### src/rtl/iqm_pkg.sv
package iqm_pkg;

  // Precoding codes on cfg_fmt; any other code passes the level through.
  localparam logic [2:0] FMT_MARK  = 3'd1;
  localparam logic [2:0] FMT_SPACE = 3'd2;

  // Number of input bit streams (A feeds I and sometimes Q, B feeds Q in dual mode).
  localparam int NUM_SRC = 2;

  typedef enum logic [1:0] {
    RT_SINGLE = 2'd0,  // BPSK: I only
    RT_COPY   = 2'd1,  // one bit to both channels
    RT_SPLIT  = 2'd2,  // stream A alternates I then Q
    RT_DUAL   = 2'd3   // Q from stream B on its own strobe
  } route_t;

endpackage

### src/rtl/iqm_diff_precoder.sv
module iqm_diff_precoder
  import iqm_pkg::*;
(
  input  logic       clk,
  input  logic       rst_n,
  input  logic [2:0] fmt,
  input  logic       take,
  input  logic       bit_in,
  output logic       bit_out
);

  logic lvl;
  logic diff_mode;

  assign diff_mode = (fmt == FMT_MARK) || (fmt == FMT_SPACE);

  always_comb begin
    case (fmt)
      FMT_MARK:  bit_out = lvl ^ bit_in;
      FMT_SPACE: bit_out = lvl ^ ~bit_in;
      default:   bit_out = bit_in;
    endcase
  end

  always_ff @(posedge clk) begin
    if (!rst_n)                lvl <= 1'b0;
    else if (take && diff_mode) lvl <= bit_out;
  end

endmodule

### src/rtl/iqm_strobe_phase.sv
module iqm_strobe_phase (
  input  logic clk,
  input  logic rst_n,
  input  logic tick,
  output logic bnd,
  output logic mid
);

  logic half;  // 0: next pulse is a boundary, 1: next pulse is mid-symbol

  assign bnd = tick && !half;
  assign mid = tick &&  half;

  always_ff @(posedge clk) begin
    if (!rst_n)    half <= 1'b0;
    else if (tick) half <= ~half;
  end

endmodule

### src/rtl/iqm_level_map.sv
module iqm_level_map #(
  parameter int W   = 16,
  parameter int AMP = 32767
) (
  input  logic                bit_in,
  input  logic                neg,
  output logic signed [W-1:0] level
);

  localparam logic signed [W-1:0] POS = W'(AMP);

  logic signed [W-1:0] base;

  assign base  = bit_in ? -POS : POS;
  assign level = neg ? -base : base;

endmodule

### src/rtl/iqm_symbol_front.sv
module iqm_symbol_front
  import iqm_pkg::*;
#(
  parameter int W   = 16,
  parameter int AMP = 32767
) (
  input  logic                clk,
  input  logic                rst_n,
  input  logic [2:0]          cfg_fmt,
  input  logic                cfg_sqpsk,
  input  logic                cfg_same_src,
  input  logic                cfg_alt,
  input  logic                cfg_qdelay,
  input  logic                cfg_qinv,
  input  logic                i_tick,
  input  logic                q_tick,
  input  logic                a_valid,
  output logic                a_ready,
  input  logic                a_bit,
  input  logic                b_valid,
  output logic                b_ready,
  input  logic                b_bit,
  output logic                out_valid,
  output logic signed [W-1:0] i_out,
  output logic signed [W-1:0] q_out
);

  route_t route;

  always_comb begin
    if (!cfg_sqpsk)        route = RT_SINGLE;
    else if (cfg_alt)      route = RT_SPLIT;
    else if (cfg_same_src) route = RT_COPY;
    else                   route = RT_DUAL;
  end

  // Strobe phases: I strobe always, Q strobe only used in dual mode.
  logic i_bnd, i_mid, qs_bnd, qs_mid, q_bnd, q_mid;

  iqm_strobe_phase u_iph (.clk(clk), .rst_n(rst_n), .tick(i_tick), .bnd(i_bnd),  .mid(i_mid));
  iqm_strobe_phase u_qph (.clk(clk), .rst_n(rst_n), .tick(q_tick), .bnd(qs_bnd), .mid(qs_mid));

  assign q_bnd = (route == RT_DUAL) ? qs_bnd : i_bnd;
  assign q_mid = (route == RT_DUAL) ? qs_mid : i_mid;

  // Holding registers
  logic i_buf_v, i_buf, q_buf_v, q_buf, sel, stg_v, stg;
  logic a_take, b_take;

  assign a_ready = (route == RT_SPLIT && sel) ? !q_buf_v : !i_buf_v;
  assign b_ready = (route == RT_DUAL) && !q_buf_v;
  assign a_take  = a_valid && a_ready;
  assign b_take  = b_valid && b_ready;

  // One precoder per input stream
  logic [NUM_SRC-1:0] src_take, src_bit, src_enc;

  assign src_take = {b_take, a_take};
  assign src_bit  = {b_bit,  a_bit};

  for (genvar g = 0; g < NUM_SRC; g++) begin : g_pre
    iqm_diff_precoder u_pre (
      .clk    (clk),
      .rst_n  (rst_n),
      .fmt    (cfg_fmt),
      .take   (src_take[g]),
      .bit_in (src_bit[g]),
      .bit_out(src_enc[g])
    );
  end

  // Release decisions
  logic i_fire, q_avail, q_bit, q_direct, q_late, q_sel_bit;

  assign i_fire = i_bnd && i_buf_v && ((route != RT_SPLIT) || q_buf_v);

  always_comb begin
    case (route)
      RT_COPY:  begin q_avail = i_fire;            q_bit = i_buf; end
      RT_SPLIT: begin q_avail = i_fire;            q_bit = q_buf; end
      RT_DUAL:  begin q_avail = q_bnd && q_buf_v;  q_bit = q_buf; end
      default:  begin q_avail = 1'b0;              q_bit = 1'b0;  end
    endcase
  end

  assign q_direct  = q_avail && !cfg_qdelay;
  assign q_late    = cfg_qdelay && q_mid && stg_v;
  assign q_sel_bit = q_direct ? q_bit : stg;

  logic signed [W-1:0] i_lvl, q_lvl;

  iqm_level_map #(.W(W), .AMP(AMP)) u_imap (.bit_in(i_buf),     .neg(1'b0),     .level(i_lvl));
  iqm_level_map #(.W(W), .AMP(AMP)) u_qmap (.bit_in(q_sel_bit), .neg(cfg_qinv), .level(q_lvl));

  // Sequential state
  always_ff @(posedge clk) begin
    if (!rst_n) begin
      i_buf_v   <= 1'b0;
      i_buf     <= 1'b0;
      q_buf_v   <= 1'b0;
      q_buf     <= 1'b0;
      sel       <= 1'b0;
      stg_v     <= 1'b0;
      stg       <= 1'b0;
      i_out     <= '0;
      q_out     <= '0;
      out_valid <= 1'b0;
    end else begin
      // split selector: I slot first after reset
      if (route != RT_SPLIT) sel <= 1'b0;
      else if (a_take)       sel <= ~sel;

      // I holding register
      if (i_fire) i_buf_v <= 1'b0;
      if (a_take && !(route == RT_SPLIT && sel)) begin
        i_buf_v <= 1'b1;
        i_buf   <= src_enc[0];
      end

      // Q holding register (split and dual only)
      if ((route == RT_SPLIT && i_fire) || (route == RT_DUAL && q_avail)) q_buf_v <= 1'b0;
      if (a_take && route == RT_SPLIT && sel) begin
        q_buf_v <= 1'b1;
        q_buf   <= src_enc[0];
      end
      if (b_take) begin
        q_buf_v <= 1'b1;
        q_buf   <= src_enc[1];
      end

      // half-symbol stage for Q
      if (q_avail && cfg_qdelay) begin
        stg_v <= 1'b1;
        stg   <= q_bit;
      end else if (q_late) begin
        stg_v <= 1'b0;
      end

      if (i_fire)               i_out <= i_lvl;
      if (q_direct || q_late)   q_out <= q_lvl;
      out_valid <= i_fire || q_direct || q_late;
    end
  end

endmodule

### config.mk
export PLATFORM = sky130hd
export DESIGN_NAME = iqm_symbol_front
export DESIGN_NICKNAME = d
export VERILOG_FILES = /design/src/rtl/iqm_pkg.sv /design/src/rtl/iqm_diff_precoder.sv /design/src/rtl/iqm_strobe_phase.sv /design/src/rtl/iqm_level_map.sv /design/src/rtl/iqm_symbol_front.sv
export SDC_FILE = /design/constraint.sdc
export NUM_CORES = 1
export LEC_CHECK = 0
export ABC_CLOCK_PERIOD_IN_PS = 2800
export CAP_MARGIN = 20
export CORE_MARGIN = 2
export CORE_UTILIZATION = 44
export DETAILED_ROUTE_END_ITERATION = 6
export HOLD_SLACK_MARGIN = 0.12
export PLACE_DENSITY = 0.86
export SYNTH_ARGS = -nofsm -noshare
export SYNTH_HDL_FRONTEND = slang
export SYNTH_SLANG_ARGS = --single-unit
### constraint.sdc
create_clock -name clk -period 2.8 [get_ports clk]
set_input_delay 0.28 -clock clk [delete_from_list [all_inputs] [get_ports clk]]
set_output_delay 0.28 -clock clk [all_outputs]
set_load 0.1 [all_outputs]
==> out/metrics.csv <==
metric,value,unit
RSZ-0062 raised after global routing,no,
drt wl/cell,11.9,microns
average size of a mapped cell,8.67,sq um
sequential share of the synthesized area,0.312,
worst reg2reg setup slack,1.28,ns
routed wire length,2240,microns
TritonCTS clock tree,yes,
dpl ws,0.586,ns
Die ar.,0.00305,sq mm
predominant post-synthesis flop cell,dfxtp_1,
synthesis-to-layout area growth,25.4,%
hold wc startpoint,stg$_SDFFE_PN0P_,
final count of hold timing violations,0,
met2 Use GR,0.262,
H-Tree Level Count,1,
status,"finished, final reports clean",
clk slew on worst S/H paths,0.09,ns
filler cell count in the final layout,212,
FF-to-FF path depth,5,
CP endpoint kind,output port,
CP required,2.52,ns
starting density of the core,0.466,
Port Buffers,50,
placed wire-length estimate,1810,microns
"EDFF count, synth",0,
Total GRT Usage,0.149,
Pre-Repair DR Iteration Count,5,
gate count after technology mapping,133,
Post-CTS Hold Buffers,0,
CP Class,in2out,
placed insts,185,
Final GP Congestion,0.879,
first-pass GRT wire length,3820,microns
Syn Nets,149,
post-CTS setup buffers,0,
top-count cell post-synth,buf_4,
met3 usage,0.0445,
total CTS buffers,3,
Slew @ Worst Pin,0.536,ns
Max Fanout on Critical Path,9,
vias,959,
Cell variety after synth,33,
largest cells by area after synthesis,"dfxtp_1 (31%), buf_4 (18%), mux2i_1 (4.3%), nand2_1 (3.6%), o21a_1 (3.3%)",
fin cells,189,
gr ovfl total,0,
Most Crowded Layer GR,met2,
final net count,176,
PD cells,459,mW/mm^2
min Tclk post-route,2.06,ns
fmax,484,MHz
Vias/cell,5.07,
IO Pins,51,
worst r2r dst,q_buf$_SDFFE_PN0P_,
die width,55.2,microns
Worst Path Arrival,1.78,ns
number of global-route vias before repair,874,
initial antenna violation count,0,
Synth warnings,0,
share of cells above drive strength 1,0.283,
reg-to-reg startpoint,g_pre[0].u_pre.lvl$_SDFFE_PN0P_,
worst setup margin,0.736,ns
setup violators final,0,
Final Skew,0.00934,ns
number of synthesized register bits,18,
worst-case hold slack,0.475,ns
final worst-path cycle share,0.737,
Post-synth ARST share,0,
CTS sink cnt,18,
worst skew pair latency,0.29,ns
row cnt,18,
Setup crit start kind,input pin,
min-delay worst type,reg2reg,
Ant. Diodes,0,
Die Ht,55.2,microns
CTS root buf,clkbuf_4,
static leakage,0.633,nW
Hold Path Sink,stg$_SDFFE_PN0P_,
Setup TNS,0,ns
worst hold path depth,2,
share of the synthesized area in the top cell type,0.312,
post-route ant nets,0,
routing usage on met1,0.189,
Yosys top cell by area,dfxtp_1,
Iter 0 DRT Violations,24,
headroom to the max-slew limit,0.641,
largest net degree at the start of global routing,19,
Resized Gates After CTS,0,
commonest cells in the netlist,"buf_4 (27), dfxtp_1 (18), nand2_1 (11), nand3_1 (6)",
core footprint,0.00248,sq mm
"Cell Area, Synth",0.00115,sq mm
clk buf depth,2,
peak supply drop,0.368,mV
Max Cap Viol,0,
Final Max Tran Viols,0,
# DRC,0,
## critical path, cell delays in order
cell,delay (ns)
clkdlybuf4s50_1,0.62
nor3b_2,0.45
and2_1,0.25
buf_12,0.19
## how the worst max path moves through the flow
stage	from	to	slack, ns	cells past startpoint
floorplan	cfg_sqpsk	g_pre[0].u_pre.lvl$_SDFFE_PN0P_	0.004	6
detailed placement	cfg_sqpsk	q_out[15]$_SDFFE_PN0P_	0.59	5
CTS	cfg_sqpsk	b_ready	0.74	4
global route	cfg_sqpsk	b_ready	0.61	4
global placement	cfg_sqpsk	q_out[15]$_SDFFE_PN0P_	0.62	5
finish	cfg_sqpsk	b_ready	0.74	4
## metrics by stage
| step | cell area (sq um) | power [mW] | utilization |
|---|---|---|---|
| 3_5_place_dp | 1410 | 0.514 | 0.569 |
| 2_1_floorplan | 1150 | 0.467 | - |
| 6_report | 1450 | 0.664 | 0.584 |
| 3_3_place_gp | 1410 | 0.512 | 0.569 |
| 4_1_cts | 1450 | 0.671 | 0.584 |
| 5_1_grt | 1450 | 0.693 | 0.584 |
## cell usage in the layout (no fill, tap or decap), drive strengths merged, types with 5 or more instances in the layout
master,instances
o21a,5
dfxtp,18
nand3,6
mux2i,5
nor2b,5
clkdlybuf4s50,15
a21oi,5
nand2,11
nor2,5
buf,35
## cells by family after synthesis
kind of cell    count (synthesis)  share of synthesized area
mux                             7                     0.0629
xor+xnor                        7                     0.0531
simple gates                   48                      0.243
buf+inv                        30                      0.185
compound gates                 23                      0.143
flops                          18                      0.312
## state kept, by name (all words and copies together), names as in the netlist
name             flops
i_buf_v              1
stg_v                1
u_qph.half           1
q_buf_v              1
q_out                3
i_out                3
q_buf                1
out_valid            1
i_buf                1
sel                  1
stg                  1
g_pre.u_pre.lvl      2
u_iph.half           1
## power by group
group	internal, mW	switching [mW]	leakage (nW)
Sequential	0.266	0.0123	0.147
Combinational	0.0658	0.164	0.465
Clock	0.0791	0.0760	0.0210
## layout make-up
type                            instances  area (sq um)  share of cell area
Clock buffer                            4          36.3              0.0251
Tap cell                               30          37.5              0.0260
Multi-Input combinational cell         85           579               0.401
Inverter                                2          7.51             0.00519
Timing Repair Buffer                   50           425               0.294
Sequential cell                        18           360               0.249
## routing by layer
metal  vias up  share of wire
met1       437           0.45
met5         -              0
met2        32           0.49
met3         0          0.063
li1        490              -
met4         0              0
Power figures use the tool's default switching activity.
